--- src/rtl/irq_route_pkg.sv ---
package irq_route_pkg;
  localparam int AGENTS  = 8;
  localparam int DEST_W  = 8;
  localparam int VEC_W   = 8;
  localparam int ROT_W   = 8;
  localparam int CNT_W   = $clog2(AGENTS) + 1;
  localparam int ENTRY_W = DEST_W + 4 + 3 + VEC_W;

  localparam logic [2:0] DM_LOWPRI = 3'b001;
  localparam logic [2:0] DM_EXTVEC = 3'b111;
  localparam logic [DEST_W-1:0] DEST_ALL = '1;

  typedef struct packed {
    logic [DEST_W-1:0] dest;
    logic              mask;
    logic              trigger;
    logic              level;
    logic              logical;
    logic [2:0]        mode;
    logic [VEC_W-1:0]  vector;
  } route_entry_t;

  function automatic logic [CNT_W-1:0] count_hits(input logic [AGENTS-1:0] m);
    logic [CNT_W-1:0] n;
    n = '0;
    for (int i = 0; i < AGENTS; i++) n = n + CNT_W'(m[i]);
    return n;
  endfunction

  function automatic logic [CNT_W-1:0] rot_slot(input logic [ROT_W-1:0] c,
                                                 input logic [CNT_W-1:0] k);
    logic [ROT_W-1:0] r;
    if (k == '0) return '0;
    r = c % ROT_W'(k);
    return r[CNT_W-1:0];
  endfunction

  function automatic logic [AGENTS-1:0] pick_nth(input logic [AGENTS-1:0] m,
                                                 input logic [CNT_W-1:0] n);
    logic [AGENTS-1:0] p;
    logic [CNT_W-1:0]  seen;
    p = '0;
    seen = '0;
    for (int i = 0; i < AGENTS; i++) begin
      if (m[i]) begin
        if (seen == n) p[i] = 1'b1;
        seen = seen + 1'b1;
      end
    end
    return p;
  endfunction
endpackage

--- src/rtl/irq_pin_capture.sv ---
module irq_pin_capture #(
  parameter int NUM_PINS = 24
) (
  input  logic                clk,
  input  logic                rst_n,
  input  logic [NUM_PINS-1:0] pins,
  input  logic [NUM_PINS-1:0] mask_bits,
  input  logic [NUM_PINS-1:0] clear_vec,
  output logic [NUM_PINS-1:0] rise,
  output logic [NUM_PINS-1:0] pending
);
  for (genvar g = 0; g < NUM_PINS; g++) begin : g_pin
    logic prev_q;
    logic pend_q;
    always_ff @(posedge clk or negedge rst_n) begin
      if (!rst_n) begin
        prev_q <= 1'b0;
        pend_q <= 1'b0;
      end else begin
        prev_q <= pins[g];
        pend_q <= (pend_q & ~clear_vec[g]) | (rise[g] & ~mask_bits[g]);
      end
    end
    assign rise[g]    = pins[g] & ~prev_q;
    assign pending[g] = pend_q;
  end
endmodule

--- src/rtl/irq_pin_select.sv ---
module irq_pin_select #(
  parameter int NUM_PINS = 24,
  localparam int PIN_W   = (NUM_PINS > 1) ? $clog2(NUM_PINS) : 1
) (
  input  logic [NUM_PINS-1:0] pending,
  output logic                any,
  output logic [PIN_W-1:0]    idx,
  output logic [NUM_PINS-1:0] onehot
);
  always_comb begin
    idx = '0;
    for (int i = NUM_PINS - 1; i >= 0; i--) begin
      if (pending[i]) idx = PIN_W'(i);
    end
  end
  assign any    = |pending;
  assign onehot = pending & (~pending + 1'b1);
endmodule

--- src/rtl/irq_dest_resolve.sv ---
module irq_dest_resolve
  import irq_route_pkg::*;
(
  input  logic [DEST_W-1:0]        dest,
  input  logic [2:0]               mode,
  input  logic                     logical,
  input  logic [AGENTS*DEST_W-1:0] agent_ldest,
  input  logic [ROT_W-1:0]         rot_cnt,
  output logic [AGENTS-1:0]        targets,
  output logic                     phys_lp_err,
  output logic                     rot_advance
);
  logic [AGENTS-1:0] lmatch;
  logic [AGENTS-1:0] pmatch;
  logic [CNT_W-1:0]  hits;

  for (genvar a = 0; a < AGENTS; a++) begin : g_agent
    assign lmatch[a] = |(agent_ldest[a*DEST_W +: DEST_W] & dest);
    assign pmatch[a] = (dest == DEST_ALL) || (dest == DEST_W'(a));
  end

  assign hits = count_hits(lmatch);

  always_comb begin
    targets     = '0;
    phys_lp_err = 1'b0;
    rot_advance = 1'b0;
    if (logical) begin
      if (mode == DM_LOWPRI) begin
        if (hits != '0) begin
          targets     = pick_nth(lmatch, rot_slot(rot_cnt, hits));
          rot_advance = 1'b1;
        end
      end else begin
        targets = lmatch;
      end
    end else begin
      targets     = pmatch;
      phys_lp_err = (mode == DM_LOWPRI);
    end
  end
endmodule

--- src/rtl/irq_msg_router.sv ---
module irq_msg_router
  import irq_route_pkg::*;
#(
  parameter int NUM_PINS = 24,
  localparam int PIN_W   = (NUM_PINS > 1) ? $clog2(NUM_PINS) : 1
) (
  input  logic                        clk,
  input  logic                        rst_n,
  input  logic [NUM_PINS-1:0]         irq_pins,
  input  logic [NUM_PINS*ENTRY_W-1:0] route_tbl,
  input  logic [AGENTS*DEST_W-1:0]    agent_ldest,
  input  logic [VEC_W-1:0]            ext_vector,
  input  logic                        msg_ready,
  output logic                        msg_valid,
  output logic [AGENTS-1:0]           msg_targets,
  output logic [VEC_W-1:0]            msg_vector,
  output logic [2:0]                  msg_mode,
  output logic                        msg_logical,
  output logic                        msg_level,
  output logic                        msg_trigger,
  output logic [DEST_W-1:0]           msg_dest,
  output logic                        lp_err
);
  route_entry_t        ents [NUM_PINS];
  logic [NUM_PINS-1:0] mask_bits;
  logic [NUM_PINS-1:0] pin_rise;
  logic [NUM_PINS-1:0] pending;
  logic [NUM_PINS-1:0] sel_onehot;
  logic [NUM_PINS-1:0] clear_vec;
  logic                sel_any;
  logic [PIN_W-1:0]    sel_idx;
  route_entry_t        sel_ent;
  logic [AGENTS-1:0]   res_targets;
  logic                res_err;
  logic                res_adv;
  logic                slot_free;
  logic                issue;
  logic [ROT_W-1:0]    rot_q;

  for (genvar g = 0; g < NUM_PINS; g++) begin : g_ent
    assign ents[g]      = route_entry_t'(route_tbl[g*ENTRY_W +: ENTRY_W]);
    assign mask_bits[g] = ents[g].mask;
  end

  irq_pin_capture #(.NUM_PINS(NUM_PINS)) u_capture (
    .clk       (clk),
    .rst_n     (rst_n),
    .pins      (irq_pins),
    .mask_bits (mask_bits),
    .clear_vec (clear_vec),
    .rise      (pin_rise),
    .pending   (pending)
  );

  irq_pin_select #(.NUM_PINS(NUM_PINS)) u_select (
    .pending (pending),
    .any     (sel_any),
    .idx     (sel_idx),
    .onehot  (sel_onehot)
  );

  assign sel_ent = ents[sel_idx];

  irq_dest_resolve u_resolve (
    .dest        (sel_ent.dest),
    .mode        (sel_ent.mode),
    .logical     (sel_ent.logical),
    .agent_ldest (agent_ldest),
    .rot_cnt     (rot_q),
    .targets     (res_targets),
    .phys_lp_err (res_err),
    .rot_advance (res_adv)
  );

  assign slot_free = ~msg_valid | msg_ready;
  assign issue     = sel_any & slot_free;
  assign clear_vec = issue ? sel_onehot : '0;

  always_ff @(posedge clk or negedge rst_n) begin
    if (!rst_n) begin
      msg_valid   <= 1'b0;
      msg_targets <= '0;
      msg_vector  <= '0;
      msg_mode    <= '0;
      msg_logical <= 1'b0;
      msg_level   <= 1'b0;
      msg_trigger <= 1'b0;
      msg_dest    <= '0;
      lp_err      <= 1'b0;
      rot_q       <= '0;
    end else begin
      lp_err <= issue & res_err;
      if (slot_free) msg_valid <= issue & ~res_err;
      if (issue && !res_err) begin
        msg_targets <= res_targets;
        msg_vector  <= (sel_ent.mode == DM_EXTVEC) ? ext_vector : sel_ent.vector;
        msg_mode    <= sel_ent.mode;
        msg_logical <= sel_ent.logical;
        msg_level   <= sel_ent.level;
        msg_trigger <= sel_ent.trigger;
        msg_dest    <= sel_ent.dest;
        if (res_adv) rot_q <= rot_q + 1'b1;
      end
    end
  end

  logic unused_rise;
  assign unused_rise = ^pin_rise;
endmodule

--- config.mk ---
export PLATFORM = sky130hd
export DESIGN_NAME = irq_msg_router
export DESIGN_NICKNAME = d
export VERILOG_FILES = /design/src/rtl/irq_route_pkg.sv /design/src/rtl/irq_pin_capture.sv /design/src/rtl/irq_pin_select.sv /design/src/rtl/irq_dest_resolve.sv /design/src/rtl/irq_msg_router.sv
export SDC_FILE = /design/constraint.sdc
export NUM_CORES = 1
export LEC_CHECK = 0
export BUFFER_PORTS_ARGS = -buffer_cell sky130_fd_sc_hd__buf_2
export CAP_MARGIN = 20
export CORE_AREA = 2 2 263 265
export DETAILED_ROUTE_END_ITERATION = 10
export DIE_AREA = 0 0 265 267
export GPL_ROUTABILITY_DRIVEN = 0
export PLACE_DENSITY = 0.42
export SLEW_MARGIN = 30
export SYNTH_ARGS = -nofsm -noshare
export SYNTH_HDL_FRONTEND = slang
export SYNTH_SLANG_ARGS = --single-unit
--- constraint.sdc ---
create_clock -name clk -period 19.44 [get_ports clk]
set_clock_uncertainty 0.15 [all_clocks]
set_input_delay 0.972 -clock clk [delete_from_list [all_inputs] [get_ports clk]]
set_output_delay 0.972 -clock clk [all_outputs]
set_load 0.05 [all_outputs]
# After elaboration in Yosys (flattened, before gate mapping)
# Cells that the tools add are included.
[op_classes]
n_bitwise = 185
n_addsub = 15
mux = 89
order_cmp = 1
n_reduce_logical = 24
n_div = 1
n_eq_ne = 17
[op_table]
columns = ["operator", "count"]
rows = [
  ["$mux W4", 32],
  ["$mux W5", 24],
  ["$bmux W23 S5", 1],
  ["$and A1 B1 Y1", 75],
  ["$not A1 Y1", 74],
  ["$and A8 B8 Y8", 8],
  ["$reduce_or A8 Y1", 8],
  ["$mux W23", 2],
  ["$eq A8 B3 Y1 const B", 4],
  ["$mux W8", 4],
  ["$eq A4 B4 Y1", 7],
  ["$mux W1", 25],
  ["$or A1 B1 Y1", 25],
  ["$add A24 B1 Y24 const B", 1],
  ["$add A4 B1 Y4", 6],
  ["$add A4 B1 Y4 const B", 6],
  ["$and A24 B24 Y24", 1],
  ["$mux W24", 1],
  ["$not A24 Y24", 1],
  ["$reduce_or A24 Y1", 1],
  ["$eq A8 B2 Y1 const B", 2],
  ["$add A8 B1 Y8 const B", 1],
  ["$eq A8 B1 Y1 const B", 1],
  ["$eq A8 B8 Y1 const B", 1],
  ["13 further kinds", 21],
]
[word_totals]
out_inout_bits = 32
regBits = 88
inputBits = 651

# Logic depth before layout (Yosys ltp)
# Gate-level depths: netlist of run 1.
[depth]
depth_word = 77
depth_mapped = 88
ltp_nobuf = 79

# Hierarchy
# From an unflattened synthesis of run 1, not the netlist that was laid out.
[hier_totals]
hier_cells = 1183
area_unflattened_um2 = 12001.5
[modules_own_cells]
columns = ["module", "instances", "cells_per_inst", "area_each_um2"]
rows = [
  ["irq_msg_router", 1, 533, 6362.4],
  ["irq_dest_resolve", 1, 400, 3010.4],
  ["irq_pin_capture", 1, 168, 2102.0],
  ["irq_pin_select", 1, 82, 526.8],
]

# Worst setup path after synthesis of run 1
# OpenSTA, ideal clock, no wires.
[synth_timing]
path_kind = "flip-flop to flip-flop"
start = "register u_capture.g_pin[6].pend_q"
end = "register msg_targets[6]"
required_ps = 19208
slack_ps = 2920
arrival_time_ps = 16288
path_stages_with_launch = 82
setup_ps = 82
path_buffers = 7
cell_sequence = "dfrtp_1 -> nor3b_2 -> or4_1 -> buf_2 -> o211ai_2 -> buf_2 -> buf_1 -> a211oi_1 -> a31oi_1 -> o22ai_1 -> nor3_1 -> clkbuf_1 -> a221oi_1 -> nand3_1 -> inv_1 -> ha_1 -> fa_1 -> inv_1 -> (+46 left out) -> o21ai_0 -> inv_1 -> ha_1 -> nand2_1 -> a21boi_0 -> o21ai_0 -> nand2b_1 -> nor2_1 -> nand2_1 -> o32ai_2 -> mux2i_1 -> and2_1 -> clkbuf_1 -> xnor2_1 -> xnor2_1 -> nand2_1 -> or4_1 -> a31oi_1"
[synth_between]
elab_chain_len = 48
elab_cells_between_ends = 89
classes_between = "add/sub (12); div (1); eq/ne (4); mux (48); bitwise (10); reduce/logical (14)"
[synth_rtl]
columns = ["element", "line_no", "source"]
rows = [
  ["from (decl)", "irq_pin_capture.sv:14", "logic pend_q;"],
  ["from (signal assigned)", "irq_pin_capture.sv:21", "pend_q <= (pend_q & ~clear_vec[g]) | (rise[g] & ~mask_bits[g]);"],
  ["parallel branches: the longest is 48 deep, another holds $bmux W23 S5", "n/a", ""],
  ["to (signal assigned)", "irq_msg_router.sv:95", "msg_targets <= res_targets;"],
  ["to (decl)", "irq_msg_router.sv:15", "output logic [AGENTS-1:0] msg_targets,"],
]
# Several ways; the timed one is not identified. The select of a mux whose other input is x is not followed.
# A chain may end at the register's enable or synchronous reset.

# Final worst setup path of run 1
[layout_timing]
start = "register u_capture.g_pin[4].pend_q"
end = "register msg_targets[6]"
[layout_between]
elab_chain_len = 46
elab_cells_between_ends = 87
classes_between = "add/sub (12); div (1); eq/ne (4); mux (46); bitwise (10); reduce/logical (14)"
[layout_rtl]
columns = ["element", "line_no"]
rows = [
  ["from (decl)", "irq_pin_capture.sv:14"],
  ["from (signal assigned)", "irq_pin_capture.sv:21"],
  ["parallel branches: the longest is 46 deep, another holds $add A1 B1 Y2", "n/a"],
]
# Several ways; the timed one is not identified. The select of a mux whose other input is x is not followed.

==> impl_metrics.csv, run 1 <==
group,metric,value,unit
logic_synthesis,synthTopCellsByArea,"dfrtp_1, nand2_1, nand3_1",
clock_network,cts_tree,"done",
setup_path,reg2reg_slack,1360,ps
detailed_routing,first_pass_iters,5,
placed_design,place_area,16490,um^2
detailed_routing,via_per_inst,5.134,
detailed_routing,drt.antenna.violating_nets,0,
logic_synthesis,synth_top_cell_area_share,17.91,%
sta,min_period_over_period,92.99,%
layout,final_net_count,3082,
setup_path,startpoint_type,"flip-flop",
clock_network,cts_root_buf,"clkbuf_16",
detailed_routing,dr_wl_met2,37800,um
placed_design,dpl.cell_count,3242,
logic_synthesis,synth_top_cell_by_area,"dfrtp_1",
sta,worstMarginPinSlew,999.4,ps
detailed_routing,drt_wl_total,79100,um
global_route,grt_usage,21.36,%
detailed_routing,vias,16880,
floorplan,initial_utilization,18.08,%
floorplan,dieArea,70760,um^2
layout,layout-drive-gt1-share,36.15,%
run,cap_violations,0,
logic_synthesis,synth.most_common_cell,"nand2_1",
layout,fillers,7698,
placed_design,io_buffers,682,
setup_path,critPathArrivalTime,18230,ps
setup_path,rr_worst_depth,78,
global_route,antenna_found_initial,21,
logic_synthesis,synth_edf_count,0,
detailed_routing,drt_iter0_markers,1290,
clock_network,clk_path_buf_depth,2,
setup_path,crit_slowest_cell,"or4_1",
global_route,grt_pass1_wl,112100,um
floorplan,die_height,267,um
logic_synthesis,yosysSeqAreaShare,17.91,%
layout,areaGrowthSynthToFinish,39.61,%
sta,fin_crit,18080,ps
floorplan,num_io_pins,683,
floorplan,rows,96,
sta,finalHoldViolations,0,
detailed_routing,wl_per_cell,24.07,um
sta,setup_tns,0,ps
layout,final_area,17160,um^2
logic_synthesis,syn_avg_cell_area,6.915,um^2
sta,setup_viol,0,
clock_network,numCtsBuffers,9,
logic_synthesis,synth-main-ff-cell,"dfrtp_1",
logic_synthesis,yosys_warnings,0,
hold_path,whs_path_depth,2,
setup_path,critPathMaxStageDelay,700,ps
hold_path,min_from,"msg_dest[3]$_DFFE_PN0P_",
clock_network,clkSlewWorstSetupHoldPaths,80,ps
clock_network,hold_buffers,0,
global_route,grt-ovfl-total,0,
setup_path,r2r-start,"u_capture.g_pin[4].pend_q$_DFF_PN0_",
global_route,grt_pass1_vias,16740,
layout,stdcell_count,3287,
detailed_routing,route.detailed.drc,0,
floorplan,die_x,265,um
floorplan,core-area,67990,um^2
sta,maxSlewViolCount,0,
detailed_routing,top_layer,"met5",
placed_design,hpwl,65220,um
setup_path,crit_top_cell,"ha_1",
hold_path,holdCritPathClass,"reg2reg",
logic_synthesis,synth_common_cells,"nand2_1, nand3_1, nor2_1",
logic_synthesis,synth_area,12290,um^2
setup_path,critPathRequiredTime,19600,ps
setup_path,cp-end-kind,"flip-flop",
run_status,run_status,"finished clean",
setup_path,crit_fanout,11,
clock_network,htree_levels,3,
clock_network,cts_sinks,88,
detailed_routing,wl_met1,32500,um
logic_synthesis,syn_inst,1778,
sta,maxSlewHeadroom,33.37,%
sta,fmax,0.05532,GHz
logic_synthesis,ys_types,116,
global_route,grt_max_degree,105,
clock_network,clock_latency,400,ps
logic_synthesis,async_flop_share,100.0,%
setup_path,r2r_end,"msg_targets[6]$_DFFE_PN0P_",
hold_path,min_to,"msg_dest[3]$_DFFE_PN0P_",
logic_synthesis,synth_fp_nets,2472,
setup_path,crit_type,"reg2reg",
logic_synthesis,synth-seq-cells,88,
detailed_routing,wl_met3,5879,um
[through the flow]
stage                     util [%]  setup slack [ps]  hold WS, ps
after floorplan                  -              2920        317.1
after global placement       24.25             942.4        311.6
after detailed placement     24.25             190.1        317.2
after CTS                    24.70             185.1        336.5
after global routing         25.23            -117.7        347.6
final                        25.25              1363        327.8
[how the worst max path moves through the flow]
stage                                                    start  slack (ps)                          to
after floorplan            u_capture.g_pin[6].pend_q$_DFF_PN0_        2920  msg_targets[6]$_DFFE_PN0P_
after global placement     u_capture.g_pin[8].pend_q$_DFF_PN0_         940  msg_targets[6]$_DFFE_PN0P_
after detailed placement   u_capture.g_pin[8].pend_q$_DFF_PN0_         190  msg_targets[6]$_DFFE_PN0P_
after CTS                  u_capture.g_pin[8].pend_q$_DFF_PN0_         190  msg_targets[6]$_DFFE_PN0P_
after global routing      u_capture.g_pin[22].pend_q$_DFF_PN0_        -120  msg_targets[6]$_DFFE_PN0P_
final                      u_capture.g_pin[4].pend_q$_DFF_PN0_        1360  msg_targets[6]$_DFFE_PN0P_
[registers in the layout (all words and copies together), names as in the netlist]
name / cells
msg_targets: 8
msg_level: 1
msg_logical: 1
msg_trigger: 1
msg_valid: 1
msg_mode: 3
u_capture.g_pin.prev_q: 24
u_capture.g_pin.pend_q: 24
msg_vector: 8
msg_dest: 8
lp_err: 1
rot_q: 8
[worst max-delay path: cells and delay by family (launching register included)]
kind / cells / cell delay [ps]
simple gates: 25 / 6150
fa+ha+maj: 12 / 4290
flops: 1 / 470
xor+xnor: 2 / 360
buf+inv: 6 / 710
mux: 1 / 290
compound gates: 32 / 5560
[cell usage in the layout (no fill, tap or decap), types with 8 or more instances in the layout]
cell type / netlist / final
buf_2: 19 / 681
nand2_1: 460 / 459
nand3_1: 212 / 211
nor2_1: 94 / 92
dfrtp_1: 88 / 87
a21oi_1: 55 / 52
buf_4: 2 / 46
o21ai_0: 47 / 45
a31oi_1: 45 / 44
a211oi_1: 43 / 42
and3_1: 39 / 38
ha_1: 38 / 38
inv_1: 36 / 36
mux2i_1: 35 / 34
nand4_1: 24 / 24
xnor2_1: 23 / 23
nor3_1: 24 / 22
a311oi_1: 22 / 22
a221oi_1: 22 / 20
o211ai_1: 19 / 19
a22o_1: 19 / 19
nand2b_1: 15 / 14
xor2_1: 13 / 13
diode_2: 0 / 12
a211o_1: 12 / 12
o21a_1: 12 / 12
o32ai_1: 11 / 11
mux2_2: 11 / 11
or4_1: 10 / 9
or3_1: 9 / 9
and2_1: 10 / 9
clkbuf_16: 0 / 9
nor2b_1: 10 / 8
[timing repair]
item | 4_1_cts | 5_1_grt
gates resized for setup | 0 | 44
buffers inserted | 0 | 14
endpoints found under the setup margin | 0 | 8
[area by class of cell]
cell class,count,area [um^2],area share [%]
tap,882,1104,6.430
clock buffer,10,229.0,1.334
multi-input combinational,1517,9539,55.58
inverter,38,143.9,0.8383
sequential,88,2203,12.84
timing repair buffer,734,3841,22.38
clock inverter,6,73.82,0.4301
antenna,12,30.03,0.1750
[kinds of logic after synthesis]
kind of cell    synth area share (%)
simple gates                   36.85
compound gates                 26.22
buf+inv                        6.757
flops                          17.91
mux                            4.335
fa+ha+maj                      4.682
xor+xnor                       3.247
[layer usage]
metal | global-route usage, % | vias up
met3 | 4.059 | 132
met4 | 7.406 | 10
li1 | - | 7767
met5 | 0 | -
met2 | 37.16 | 886
met1 | 26.26 | 8080
Power of run 1 is not shown: default switching activity piles up to over one toggle a cycle in this logic, so the estimate is an artifact.
==> run 2, diff against run 1 <==
--- a/config.mk
+++ b/config.mk
@@ -12,7 +12,8 @@
 export DIE_AREA = 0 0 265 267
 export GPL_ROUTABILITY_DRIVEN = 0
 export PLACE_DENSITY = 0.42
-export SLEW_MARGIN = 30
+export REMOVE_ABC_BUFFERS = 1
+export SLEW_MARGIN = 20
 export SYNTH_ARGS = -nofsm -noshare
 export SYNTH_HDL_FRONTEND = slang
 export SYNTH_SLANG_ARGS = --single-unit
==> run 2 against run 1 <==
  * Maximum frequency shrank 1.5%
  * Critical endpoint unchanged
  * Non-clock buffer count grew 9
  * Count of clock-buffer cells in the layout shrank 1
  * Register-to-register slack lost 280 ps
  * First-iteration DRC count grew 29%
  * Final area shrank 0.20%
  * Largest cell class unchanged
  * Final cell count is essentially flat
  * Routed wire length grew 0.55%
  * Critical path type unchanged
==> impl_metrics.csv, run 2 (synthesis results as in run 1) <==
group,metric,value,unit
sta,finalHoldViolations,0,
sta,min_period_over_period,94.42,%
setup_path,crit_top_cell,"ha_1",
setup_path,crit_cells,74,
run_status,run_status,"finished clean",
detailed_routing,drt_iter0_markers,1670,
layout,largestRegisters,"u_capture.g_pin.pend_q x24, u_capture.g_pin.prev_q x24",
layout,final_cell_mix,"buf_2, nand2_1, nand3_1, nor2_1, dfrtp_1",
detailed_routing,drt.antenna.violating_nets,0,
setup_path,cp_top_family,"compound AO/OA/AOI/OAI gates",
setup_path,crit_type,"reg2reg",
sta,worstMarginPinSlew,979.7,ps
layout,layout-drive-gt1-share,36.21,%
layout,areaGrowthSynthToFinish,39.32,%
clock_network,htree_levels,3,
sta,fin_crit,18360,ps
floorplan,die_height,267,um
clock_network,cts_root_buf,"clkbuf_16",
global_route,grt-ovfl-total,0,
sta,maxSlewViolCount,0,
placed_design,place_ws,459.9,ps
detailed_routing,wl_per_cell,24.20,um
placed_design,io_buffers,682,
sta,setup_viol,0,
setup_path,cp-end-kind,"flip-flop",
floorplan,initial_utilization,18.08,%
floorplan,die_x,265,um
global_route,antenna_found_initial,13,
detailed_routing,first_pass_iters,6,
global_route,grt_max_degree,115,
setup_path,rr_worst_depth,74,
detailed_routing,vias,16950,
detailed_routing,drt_wl_total,79540,um
clock_network,clock_latency,380,ps
floorplan,num_io_pins,683,
sta,worst_slack,1084,ps
setup_path,critPathArrivalTime,18510,ps
global_route,grt_pass1_vias,16550,
clock_network,cts_sinks,88,
placed_design,hpwl,65420,um
global_route,grt_pass1_wl,111500,um
sta,maxSlewHeadroom,34.40,%
clock_network,numCtsBuffers,9,
detailed_routing,via_per_inst,5.159,
clock_network,clk_path_buf_depth,2,
floorplan,core-area,67990,um^2
setup_path,cp_num_buf_inv,5,
sta,fmax,0.05448,GHz
detailed_routing,route.detailed.drc,0,
layout,fillers,7687,
floorplan,dieArea,70760,um^2
sta,setup_tns,0,ps
setup_path,crit_fanout,21,
layout,final_net_count,3089,
floorplan,rows,96,
hold_path,holdCritPathClass,"reg2reg",
setup_path,critPathMaxStageDelay,580,ps
setup_path,crit_slowest_cell,"a211oi_4",
clock_network,cts_tree,"done",
global_route,grt_usage,21.35,%
hold_path,whs_path_depth,2,
sta,hold_ws,330.0,ps
layout,layout_commonest_cell,"buf_2",
setup_path,critPathRequiredTime,19590,ps
setup_path,startpoint_type,"flip-flop",
run,cap_violations,0,
clock_network,clkSlewWorstSetupHoldPaths,80,ps
==> run 2: final cells by class <==
class	count	area, um^2	share of cell area, %
clock buffer	9	225.2	1.315
timing repair buffer	743	3886	22.69
inverter	38	143.9	0.8400
antenna	4	10.01	0.05844
tap	882	1104	6.443
clock inverter	7	62.56	0.3652
multi-input combinational	1515	9495	55.43
sequential	88	2202	12.86
==> run 2: worst paths after layout <==
path | start | end | slack [ps]
max | u_capture.g_pin[13].pend_q$_DFF_PN0_ | msg_targets[6]$_DFFE_PN0P_ | 1080
min | msg_mode[2]$_DFFE_PN0P_ | msg_mode[2]$_DFFE_PN0P_ | 330
max reg2reg | u_capture.g_pin[13].pend_q$_DFF_PN0_ | msg_targets[6]$_DFFE_PN0P_ | 1080
min reg2reg | msg_mode[2]$_DFFE_PN0P_ | msg_mode[2]$_DFFE_PN0P_ | 330
max in group asynchronous | rst_n | msg_vector[1]$_DFFE_PN0P_ | 17470
min in group asynchronous | rst_n | u_capture.g_pin[22].prev_q$_DFF_PN0_ | 410
==> run 2: repair_timing <==
item / in CTS / in global routing
endpoints found under the hold margin: 0 / 0
hold buffers: 0 / 0
buffers inserted: 0 / 19
setup endpoints to repair: 0 / 8
gates resized for setup: 0 / 30
==> run 2: routing by layer <==
layer	vias up	part of all wire (%)	global-route usage [%]
li1	7754	-	-
met1	8255	43	27.98
met2	854	47	36.47
met3	82	7.3	3.451
met4	8	1.9	5.146
met5	-	0.058	0
==> run 2: stage by stage <==
| stage | util (%) | std cells | area, um^2 |
|---|---|---|---|
| global route | 25.19 | 3285 | 17130 |
| detailed placement | 24.34 | 3246 | 16550 |
| floorplan | - | 1640 | 11610 |
| CTS | 24.77 | 3262 | 16840 |
| finish | 25.20 | 3286 | 17130 |
| global placement | 24.34 | 3246 | 16550 |
==> run 2: worst register-to-register path: cells and delay by family, from the launching register on <==
kind / cells / cell delay, ps
adders and majority gates: 11 / 3970
DFF: 1 / 450
buffers and inverters: 5 / 870
muxes: 2 / 440
and+or+nand+nor: 23 / 5630
AOI/OAI and AO/OA: 31 / 6440
xor gates and xnor gates: 2 / 350
Power of run 2 is left out for the same reason.
